===== src/rtl/rgt_pkg.sv =====
package rgt_pkg;
    typedef enum logic [1:0] {
        ST_IDLE = 2'd0,
        ST_WAIT = 2'd1,
        ST_RUN  = 2'd2
    } rgt_state_e;

    localparam int          MODE_W    = 3;
    localparam logic [2:0]  MODE_RATE = 3'b100;
    localparam int          POL_BIT   = 3;
    localparam int          JAM_BIT   = 4;
endpackage


===== src/rtl/rgt_ctrl_regs.sv =====
module rgt_ctrl_regs #(
    parameter int CNT_W = 8
) (
    input  logic             clk,
    input  logic             rst,
    input  logic             ctrl_we,
    input  logic [7:0]       ctrl_din,
    input  logic             cnt_we,
    input  logic [CNT_W-1:0] cnt_din,
    input  logic             gate_in,
    output logic [CNT_W-1:0] reload_val,
    output logic             wr_mode_ok,
    output logic             wr_gate_ok,
    output logic             wr_jam,
    output logic             gate_act
);
    import rgt_pkg::*;

    logic             pol_q;
    logic [CNT_W-1:0] pend_q;

    always_ff @(posedge clk) begin
        if (rst) begin
            pol_q  <= 1'b1;
            pend_q <= '0;
        end else begin
            if (ctrl_we) pol_q  <= ctrl_din[POL_BIT];
            if (cnt_we)  pend_q <= cnt_din;
        end
    end

    // Decode of the word being written this cycle
    assign wr_mode_ok = (ctrl_din[MODE_W-1:0] == MODE_RATE);
    assign wr_gate_ok = (gate_in == ctrl_din[POL_BIT]);
    assign wr_jam     = ctrl_din[JAM_BIT];
    assign gate_act   = (gate_in == pol_q);
    assign reload_val = pend_q;
endmodule


===== src/rtl/rgt_down_counter.sv =====
module rgt_down_counter #(
    parameter int CNT_W = 8
) (
    input  logic             clk,
    input  logic             rst,
    input  logic             clr,
    input  logic             load,
    input  logic             dec,
    input  logic [CNT_W-1:0] load_val,
    output logic [CNT_W-1:0] cnt,
    output logic             tc
);
    always_ff @(posedge clk) begin
        if (rst || clr)  cnt <= '0;
        else if (load)   cnt <= load_val;
        else if (dec)    cnt <= cnt - 1'b1;
    end

    assign tc = (cnt == '0);


    dec_no_wrap_chk: assert property (@(posedge clk) disable iff (rst)
        (dec && !load && !clr) |-> !tc);
endmodule


===== src/rtl/rgt_fsm.sv =====
module rgt_fsm (
    input  logic clk,
    input  logic rst,
    input  logic ctrl_we,
    input  logic wr_mode_ok,
    input  logic wr_gate_ok,
    input  logic wr_jam,
    input  logic gate_act,
    input  logic tc,
    output logic ld,
    output logic dec,
    output logic clr,
    output logic running,
    output logic idle
);
    import rgt_pkg::*;

    rgt_state_e state, nxt;

    always_ff @(posedge clk) begin
        if (rst) state <= ST_IDLE;
        else     state <= nxt;
    end

    always_comb begin
        nxt = state;
        ld  = 1'b0;
        dec = 1'b0;
        clr = 1'b0;
        unique case (state)
            ST_IDLE: begin
                if (ctrl_we && wr_mode_ok) begin
                    if (wr_gate_ok) begin nxt = ST_RUN; ld = 1'b1; end  // start
                    else            nxt = ST_WAIT;                      // arm
                end
            end
            ST_WAIT: begin
                if (ctrl_we) begin
                    if (!wr_mode_ok)     begin nxt = ST_IDLE; clr = 1'b1; end  // stop
                    else if (wr_gate_ok) begin nxt = ST_RUN;  ld  = 1'b1; end  // start
                end else if (gate_act) begin
                    nxt = ST_RUN; ld = 1'b1;                                   // gate-go
                end
            end
            ST_RUN: begin
                if (ctrl_we && !wr_mode_ok) begin
                    nxt = ST_IDLE; clr = 1'b1;                 // stop
                end else if (ctrl_we && !wr_gate_ok) begin
                    nxt = ST_WAIT;                             // disarm
                end else if (ctrl_we && wr_jam) begin
                    ld = 1'b1;                                 // jam
                end else if (ctrl_we || gate_act) begin
                    if (tc) ld  = 1'b1;                        // reload
                    else    dec = 1'b1;                        // tick
                end
            end
            default: nxt = ST_IDLE;
        endcase
    end

    assign running = (state == ST_RUN);
    assign idle    = (state == ST_IDLE);


    bad_mode_stops_chk: assert property (@(posedge clk) disable iff (rst)
        (ctrl_we && !wr_mode_ok) |=> idle);
endmodule


===== src/rtl/rate_gen_timer.sv =====
module rate_gen_timer #(
    parameter int CNT_W = 8
) (
    input  logic             clk,
    input  logic             rst,
    input  logic             ctrl_we,
    input  logic [7:0]       ctrl_din,
    input  logic             cnt_we,
    input  logic [CNT_W-1:0] cnt_din,
    input  logic             gate_in,
    input  logic             int_ack,
    output logic             pulse_o,
    output logic             irq_o
);
    logic [CNT_W-1:0] reload_val, cnt;
    logic wr_mode_ok, wr_gate_ok, wr_jam, gate_act;
    logic ld, dec, clr, running, idle, tc;

    rgt_ctrl_regs #(.CNT_W(CNT_W)) u_regs (
        .clk(clk), .rst(rst), .ctrl_we(ctrl_we), .ctrl_din(ctrl_din),
        .cnt_we(cnt_we), .cnt_din(cnt_din), .gate_in(gate_in),
        .reload_val(reload_val), .wr_mode_ok(wr_mode_ok),
        .wr_gate_ok(wr_gate_ok), .wr_jam(wr_jam), .gate_act(gate_act)
    );

    rgt_fsm u_fsm (
        .clk(clk), .rst(rst), .ctrl_we(ctrl_we), .wr_mode_ok(wr_mode_ok),
        .wr_gate_ok(wr_gate_ok), .wr_jam(wr_jam), .gate_act(gate_act),
        .tc(tc), .ld(ld), .dec(dec), .clr(clr),
        .running(running), .idle(idle)
    );

    rgt_down_counter #(.CNT_W(CNT_W)) u_cnt (
        .clk(clk), .rst(rst), .clr(clr), .load(ld), .dec(dec),
        .load_val(reload_val), .cnt(cnt), .tc(tc)
    );

    assign pulse_o = running && gate_act && tc;

    always_ff @(posedge clk) begin
        if (rst) irq_o <= 1'b0;
        else     irq_o <= pulse_o || (irq_o && !int_ack && !ctrl_we);
    end


    idle_quiet_chk: assert property (@(posedge clk) disable iff (rst)
        idle |-> !pulse_o);

    gate_hold_chk: assert property (@(posedge clk) disable iff (rst)
        (running && !gate_act && !ctrl_we) |=> $stable(cnt));

    pulse_one_wide_chk: assert property (@(posedge clk) disable iff (rst)
        (pulse_o && !ctrl_we && reload_val != '0) |=> !pulse_o);

    irq_set_chk: assert property (@(posedge clk) disable iff (rst)
        pulse_o |=> irq_o);

    irq_hold_chk: assert property (@(posedge clk) disable iff (rst)
        (irq_o && !int_ack && !ctrl_we) |=> irq_o);
endmodule


===== config.mk =====
export PLATFORM = sky130hd
export DESIGN_NAME = rate_gen_timer
export DESIGN_NICKNAME = d
export VERILOG_FILES = /design/src/rtl/rgt_pkg.sv /design/src/rtl/rgt_ctrl_regs.sv /design/src/rtl/rgt_down_counter.sv /design/src/rtl/rgt_fsm.sv /design/src/rtl/rate_gen_timer.sv
export SDC_FILE = /design/constraint.sdc
export NUM_CORES = 1
export LEC_CHECK = 0
export BUFFER_PORTS_ARGS = -buffer_cell sky130_fd_sc_hd__buf_4
export CORE_MARGIN = 5
export CORE_UTILIZATION = 58
export CTS_CLUSTER_DIAMETER = 80
export DETAILED_ROUTE_END_ITERATION = 6
export GPL_TIMING_DRIVEN = 0
export PLACE_DENSITY = 0.89
export SLEW_MARGIN = 5
export SYNTH_ARGS = -nofsm -noshare
export SYNTH_HDL_FRONTEND = slang
export SYNTH_SLANG_ARGS = --single-unit

===== constraint.sdc =====
create_clock -name clk -period 4.7 [get_ports clk]
set_input_delay 0.235 -clock clk [delete_from_list [all_inputs] [get_ports clk]]
set_output_delay 0.235 -clock clk [all_outputs]
set_load 0.03 [all_outputs]

==> summary.md, run 1 <==
| Metric | Value |
|---|---|
| Outcome | `finished, final reports clean` |
| Layout cells sized above 1 | `21.5%` |
| Hold Path Class | `in -> reg` |
| Final period util | `49.9%` |
| H-tree levels | `1` |
| Clock-pin slew on the worst setup and hold paths | `0.13 ns` |
| Vias per cell | `5.95` |
| # port buffers | `19` |
| Clk_skew | `0.0129 ns` |
| Maximum vdd drop | `0.388 mV` |
| Die Wd | `55.8 um` |
| Detail Route Antenna Nets | `0` |
| Grt ovf | `0` |
| CP max stage cell | `or3b_2` |
| Pwr/cell area | `305 nW/um^2` |
| Post-DP HPWL | `2290 um` |
| DR pass1 iterations | `4` |
| Fin. max-slew vios | `0` |
| Mean Syn Cell Area | `8.68 sq um` |
| Post-synth cell types | `40` |
| Worst-case clock buffer depth | `2` |
| Num CTS Buffers | `3` |
| Layout area overhead | `18.8%` |
| Setup tns final | `0 ns` |
| Adder-Cell Fraction of Synth Area | `6.18%` |
| CP arrival | `2.11 ns` |
| Die Y | `55.8 um` |
| NumNets Final | `192` |
| Setup repair after global routing missed its margin | `false` |
| Compound-Gate Fraction of Synth Area | `17.8%` |
| Worst Hold End | `u_regs.reload_val[7]` |
| First-pass GRT wire length | `4910 um` |
| R2R depth | `7` |
| Reg2Reg Setup Slack | `2.69 ns` |
| Main combinational cell family by area after synthesis | `simple AND/OR/NAND/NOR gates` |
| I/O pin count | `24` |
| Setup violators final | `0` |
| Worst-margin pin slew | `0.607 ns` |
| Initial cell density of the core | `61.3%` |
| TritonCTS clock tree | `built` |
| Crit-path max cell delay | `0.52 ns` |
| Hold_sp | `cnt_din[7]` |
| Async set-reset flop share out of synthesis | `0%` |
| Mapped cell area | `1210 sq um` |
| Hold Vio Cnt, Final | `0` |
| Drt drc | `0` |
| Tmin final | `2.34 ns` |
| Syn_nets | `168` |
| Simple-Gate Fraction of Synth Area | `24.4%` |
| Initial antenna violation count | `0` |
| LEAKAGE | `0.610 nW` |
| FMAX | `427 MHz` |
| Total chip power | `0.000441 W` |
| Gpl congestion | `0.898` |
| Largest net degree at the start of global routing | `13` |
| Post_cts resized | `0` |
| Highest routing layer actually used | `met4` |
| R2r startpoint | `u_cnt.cnt[0]` |
| Seq/Total Area, Yosys | `33.0%` |
| Worst Hold Path Cells | `3` |
| All-Layer GR Usage | `19.4%` |
| Routed via count | `1130` |
| Cells after Synth | `140` |
| Critical path fanouts, max | `5` |
| Initial drt markers | `41` |
| #FFs+latches synth | `20` |
| Net switching share of the total power | `28.4%` |
| Int Pwr | `0.000316 W` |
| Diode count | `0` |
| Top_reg_cell synth | `dfxtp_1` |
| Met1 wire length | `1290 um` |
| Psw | `0.000125 W` |
| Startpoint types | `flop` |
| Max-slew headroom | `59.4%` |
| Critical-path cell list | `inv_1 -> ha_1 -> or3b_2 -> nor2_1 -> and3_1 -> buf_4` |
| Filler instances | `141` |
| CTS Sinks | `20` |
| Vias in the first global route | `1125` |
| Root Buffer | `clkbuf_4` |
| Clk pwr share | `32.5%` |
| Post-synth EDFFs | `0` |
| Final WL | `2970 um` |
| Hold Buf Count CTS | `0` |
| Routed WL per cell | `15.7 um` |
| Combinational share of power | `24.6%` |
| Reg2Reg Capture Point | `u_cnt.cnt[2]` |
| Die ar. | `3110 sq um` |
| Seq pwr share | `42.9%` |
| Worst Path Required | `4.47 ns` |
| Post-Synth XOR/XNOR Area | `7.21%` |
| Row Count | `16` |
| Critical Path Sink Type | `output pin` |
| Post-synthesis mux area share | `8.44%` |
| Met2 WL | `1460 um` |
| Met3 routed WL | `191 um` |
| Core footprint | `1980 sq um` |
| Yosys warnings | `0` |
| Total setup buffers inserted after CTS | `0` |
| Critical path class | `reg -> out` |
| Max cap viols | `0` |
| Clk_lat worst skew | `0.31 ns` |
worst max path at each step:
stage,cells after the start,end,startpoint,slack [ns]
floorplan,7,u_cnt.cnt[1],u_cnt.cnt[0],2.91
finish,6,pulse_o,u_cnt.cnt[0],2.36
global route,6,pulse_o,u_cnt.cnt[0],2.27
global placement,7,u_cnt.cnt[7],u_cnt.cnt[0],2.77
detailed placement,6,u_cnt.cnt[0],u_fsm.state[0],2.73
CTS,6,pulse_o,u_cnt.cnt[0],2.38
routing by layer:
layer / up-vias / global-route usage (%)
met3: 4 / 4.87
met5: - / 0
met2: 43 / 34.1
met4: 0 / 5.90
li1: 558 / -
met1: 525 / 22.9
layout by cell type (no fill, tap or decap), types with 2 or more instances in the layout:
| cell type | synthesis | routed |
|---|---|---|
| a211oi_1 | 6 | 6 |
| a21oi_1 | 9 | 9 |
| a22oi_1 | 2 | 2 |
| and3_1 | 3 | 3 |
| buf_2 | 2 | 2 |
| buf_4 | 0 | 19 |
| clkbuf_1 | 3 | 3 |
| clkbuf_4 | 0 | 3 |
| dfxtp_1 | 20 | 20 |
| ha_1 | 6 | 6 |
| inv_1 | 4 | 4 |
| mux2_2 | 2 | 2 |
| mux2i_1 | 8 | 8 |
| nand2_1 | 6 | 6 |
| nand3_1 | 3 | 3 |
| nand4_1 | 5 | 5 |
| nand4b_1 | 2 | 2 |
| nor2_1 | 19 | 19 |
| nor2b_1 | 2 | 2 |
| nor3_1 | 3 | 3 |
| nor4_1 | 2 | 2 |
| o21ai_0 | 3 | 3 |
| o21bai_1 | 2 | 2 |
| or3b_2 | 2 | 2 |
| xnor2_1 | 2 | 2 |
| xor2_1 | 8 | 8 |
critical path: cells and delay by family, from the launching register on:
family,cells,cell delay [ns]
buffers and inverters,2,0.32
and+or+nand+nor,3,0.96
DFF,1,0.36
adders and majority gates,1,0.16
sequential cells by signal, indices dropped and copies added (netlist names):
signal,cells
u_cnt.cnt,8
u_regs.reload_val,8
irq_o,1
u_fsm.state,2
u_regs.pol_q,1
synthesized netlist by cell type (all sizes together) (2+ instances only):
master  count  area [sq um]
o21bai      2          15.0
nor3        3          15.0
buf         2          10.0
xnor2       2          17.5
or3b        2          17.5
xor2        8          70.1
mux2        2          22.5
clkbuf      3          11.3
inv         4          15.0
nand4       5          31.3
a211oi      6          45.0
nor4        2          12.5
and3        4          30.0
nand2       6          22.5
nor2b       2          12.5
ha          6          75.1
a21oi       9          45.0
mux2i       8          80.1
nand4b      2          17.5
nor2       20          77.6
o21ai       4          31.3
a22oi       2          15.0
dfxtp      20           400
nand3       3          15.0
power by group through the flow:
stage               logic (W)  registers (W)  clock network (W)
finish               0.000109       0.000189           0.000143
global placement     0.000101       0.000192                  0
CTS                  0.000107       0.000189           0.000143
floorplan           0.0000753       0.000190                  0
detailed placement   0.000106       0.000192                  0
global route         0.000118       0.000190           0.000152
metrics by stage:
step	hold slack [ns]	instances	setup slack [ns]	instance area [sq um]	util, %
after floorplan	0.353	140	2.91	1210	-
after global placement	0.467	186	2.77	1390	70.2
after detailed placement	0.485	186	2.73	1390	70.2
after CTS	0.153	190	2.38	1440	72.9
after global routing	0.160	190	2.27	1440	72.9
final	0.154	190	2.36	1440	72.9
logic make-up after synthesis:
group | Yosys count
adders and majority gates | 6
xor gates and xnor gates | 10
DFF | 20
muxes | 10
buffers and inverters | 9
and+or+nand+nor | 54
AOI/OAI and AO/OA | 31
cell type report:
class	count	area, sq um	area share, %
timing repair buffer	19	143	9.88
tap	27	33.8	2.34
inverter	4	15.0	1.04
multi-input combinational	111	778	53.9
clock inverter	1	30.0	2.08
clock buffer	3	22.5	1.56
sequential	20	400	27.7
buffer	5	21.3	1.47
Power figures use the tool's default switching activity.
==> run 2: changes to the inputs <==
- CORE_UTILIZATION: 58 -> 48
- PLACE_DENSITY: 0.89 -> 0.8
- clock period: 4.7 -> 1.9 ns (I/O delays scaled with it)
==> run 2 against run 1 <==
  * Critical path depth unchanged
  * Register-to-register slack worse by 2.6 ns
  * Sequential share of layout area down 1.5 points
  * Clock-buffer cell count did not move
  * Combinational power grew to 2.7 times the previous value
  * Die area rose by 17%
  * Largest power group unchanged
  * Wire length grew 1.3%
  * Largest cell class unchanged
  * Cell area up 6.8%
  * Total power is 150% higher
==> summary.md, run 2 (synthesis results as in run 1) <==
| Metric | Value |
|---|---|
| Hold Vio Cnt, Final | `0 (unchanged)` |
| Detail Route Antenna Nets | `0 (unchanged)` |
| Final WL | `3010 um (was 2970 um)` |
| Met1 global-route usage | `21.7% (was 22.9%)` |
| Final period util | `97.0%` |
| Vias per cell | `5.80 (was 5.95)` |
| Worst Hold Path Cells | `3 (unchanged)` |
| Layout area overhead | `27.0% (was 18.8%)` |
| Grt ovf | `0 (unchanged)` |
| Layout cells sized above 1 | `31.1% (was 21.5%)` |
| # port buffers | `19 (unchanged)` |
| Most common cell after layout, fill and taps aside | `buf_4 (was dfxtp_1)` |
| R2r startpoint | `u_cnt.cnt[2] (was u_cnt.cnt[0])` |
| Row Count | `18 (was 16)` |
| Clock-pin slew on the worst setup and hold paths | `0.11 ns (was 0.13 ns)` |
| Most Used Layer, Global Route | `met2 (unchanged)` |
| Drt drc | `0 (unchanged)` |
| I/O pin count | `24 (unchanged)` |
| Routed via count | `1142 (was 1130)` |
| Root Buffer | `clkbuf_4 (unchanged)` |
| Post-DP HPWL | `2200 um (was 2290 um)` |
| Total chip power | `0.00110 W (was 0.000441 W)` |
| Post-layout util | `62.8% (was 72.9%)` |
| Maximum vdd drop | `0.666 mV (was 0.388 mV)` |
| Worst Path Required | `1.80 ns (was 4.47 ns)` |
| Worst slack, placed | `-0.0575 ns (was 2.73 ns)` |
| Commonest non-fill, non-tap cells in the layout | `buf_4, dfxtp_1, nor2_1 (was dfxtp_1, nor2_1, buf_4)` |
| Die Y | `60.3 um (was 55.8 um)` |
| CP arrival | `1.75 ns (was 2.11 ns)` |
| Grt met3 use | `3.24% (was 4.87%)` |
| DR pass1 iterations | `4 (unchanged)` |
| Initial antenna violation count | `0 (unchanged)` |
| Filler instances | `197 (was 141)` |
| Final worst slack | `0.0579 ns (was 2.36 ns)` |
| Reg2Reg Capture Point | `u_cnt.cnt[4] (was u_cnt.cnt[2])` |
| Hold Buf Count CTS | `0 (unchanged)` |
| Worst-margin pin slew | `0.537 ns (was 0.607 ns)` |
| Clk_skew | `0.00793 ns (was 0.0129 ns)` |
| Initial drt markers | `38 (was 41)` |
| Routed WL per cell | `15.3 um (was 15.7 um)` |
| CTS Sinks | `20 (unchanged)` |
| Fin. max-slew vios | `0 (unchanged)` |
| LEAKAGE | `0.646 nW (was 0.610 nW)` |
| Startpoint types | `flop (unchanged)` |
| Pwr/cell area | `714 nW/um^2 (was 305 nW/um^2)` |
| Largest net degree at the start of global routing | `13 (unchanged)` |
| Hold_sp | `cnt_din[3] (was cnt_din[7])` |
| Placed insts | `189 (was 186)` |
| Setup violators final | `0 (unchanged)` |
| Core footprint | `2450 sq um (was 1980 sq um)` |
| Gpl congestion | `0.757 (was 0.898)` |
| Max-slew headroom | `64.2% (was 59.4%)` |
| Num CTS Buffers | `3 (unchanged)` |
| Worst Hold End | `u_regs.reload_val[3] (was u_regs.reload_val[7])` |
| R2R depth | `5 (was 7)` |
| Diode count | `0 (unchanged)` |
| Tmin final | `1.84 ns` |
| TritonCTS clock tree | `built (unchanged)` |
| Post-route insts no fill | `197 (was 190)` |
| Clk_lat worst skew | `0.30 ns (was 0.31 ns)` |
| Critical path class | `reg -> out (unchanged)` |
| Global routing usage on met2 | `29.8% (was 34.1%)` |
| Critical path fanouts, max | `5 (unchanged)` |
| NumNets Final | `196 (was 192)` |
| All-Layer GR Usage | `17.4% (was 19.4%)` |
| Sequential cell area | `405 sq um (was 400 sq um)` |
| Vias in the first global route | `1040 (was 1125)` |
| First-pass GRT wire length | `4720 um (was 4910 um)` |
| Worst-case clock buffer depth | `2 (unchanged)` |
| Max cap viols | `0 (unchanged)` |
| Initial cell density of the core | `49.5% (was 61.3%)` |
| Hold Path Class | `in -> reg (unchanged)` |
| Die ar. | `3640 sq um (was 3110 sq um)` |
| Multi-input gate area | `831 sq um (was 778 sq um)` |
| Die Wd | `60.3 um (was 55.8 um)` |
| H-tree levels | `1 (unchanged)` |
| FMAX | `543 MHz` |
| Setup repair after global routing missed its margin | `true (was false)` |
| Critical Path Sink Type | `output pin (unchanged)` |
| Outcome | `finished, final reports clean (unchanged)` |
| Reg2Reg Setup Slack | `0.08 ns (was 2.69 ns)` |
## run 2: final cells by class
type / instances / share of cell area (%)
clock buffers: 3 / 1.46
flip-flops and latches: 20 / 26.3
repair buffers: 23 / 11.4
multi-input cells: 111 / 53.9
plain buffers: 5 / 1.46
inverters: 4 / 1.14
well taps: 30 / 2.43
clock inverters: 1 / 1.95
## run 2: layer usage
metal | up-vias | share of wire (%) | wire, um
met3 | 7 | 6.2 | 188
met1 | 518 | 40 | 1210
met5 | - | 0 | 0
met4 | 0 | 1.8 | 55
li1 | 568 | - | -
met2 | 49 | 52 | 1560
## run 2: how the worst max path moves through the flow
| stage | startpoint | endpoint | slack (ns) | cells after the start |
|---|---|---|---|---|
| finish | u_cnt.cnt[0] | pulse_o | 0.06 | 6 |
| global route | u_cnt.cnt[0] | pulse_o | -0.05 | 6 |
| CTS | u_cnt.cnt[0] | pulse_o | 0.02 | 6 |
| detailed placement | u_cnt.cnt[0] | u_cnt.cnt[5] | -0.06 | 7 |
| global placement | u_cnt.cnt[0] | u_cnt.cnt[7] | -0.03 | 7 |
| floorplan | u_cnt.cnt[0] | u_cnt.cnt[1] | 0.11 | 7 |
## run 2: timing repair
item                                    4_1_cts  5_1_grt
gates resized for setup                       6       13
setup buffers                                 0        4
pin swaps                                     0        1
endpoints found under the setup margin       10       10
cloned                                        0        0
## run 2: critical path, cell delays in order, from the launching register on
cell	delay [ns]
dfxtp_4	0.37
inv_4	0.07
ha_4	0.12
or3b_4	0.42
nor2_4	0.13
and3_4	0.21
buf_6	0.13
## run 2: report_power, final
group	total (W)	leakage, nW	switching [W]	internal (W)
clock network	0.000340	0.0279	0.000127	0.000213
registers	0.000466	0.165	0.0000215	0.000445
logic	0.000295	0.453	0.000158	0.000137
## run 2: through the flow
step	TNS, ns	hold WS, ns	instance area (sq um)
6_report	0	0.0241	1540
3_3_place_gp	-0.175	0.328	1400
2_1_floorplan	0	0.213	1210
5_1_grt	-0.0548	0.0134	1540
4_1_cts	0	0.0258	1460
3_5_place_dp	-0.339	0.340	1400
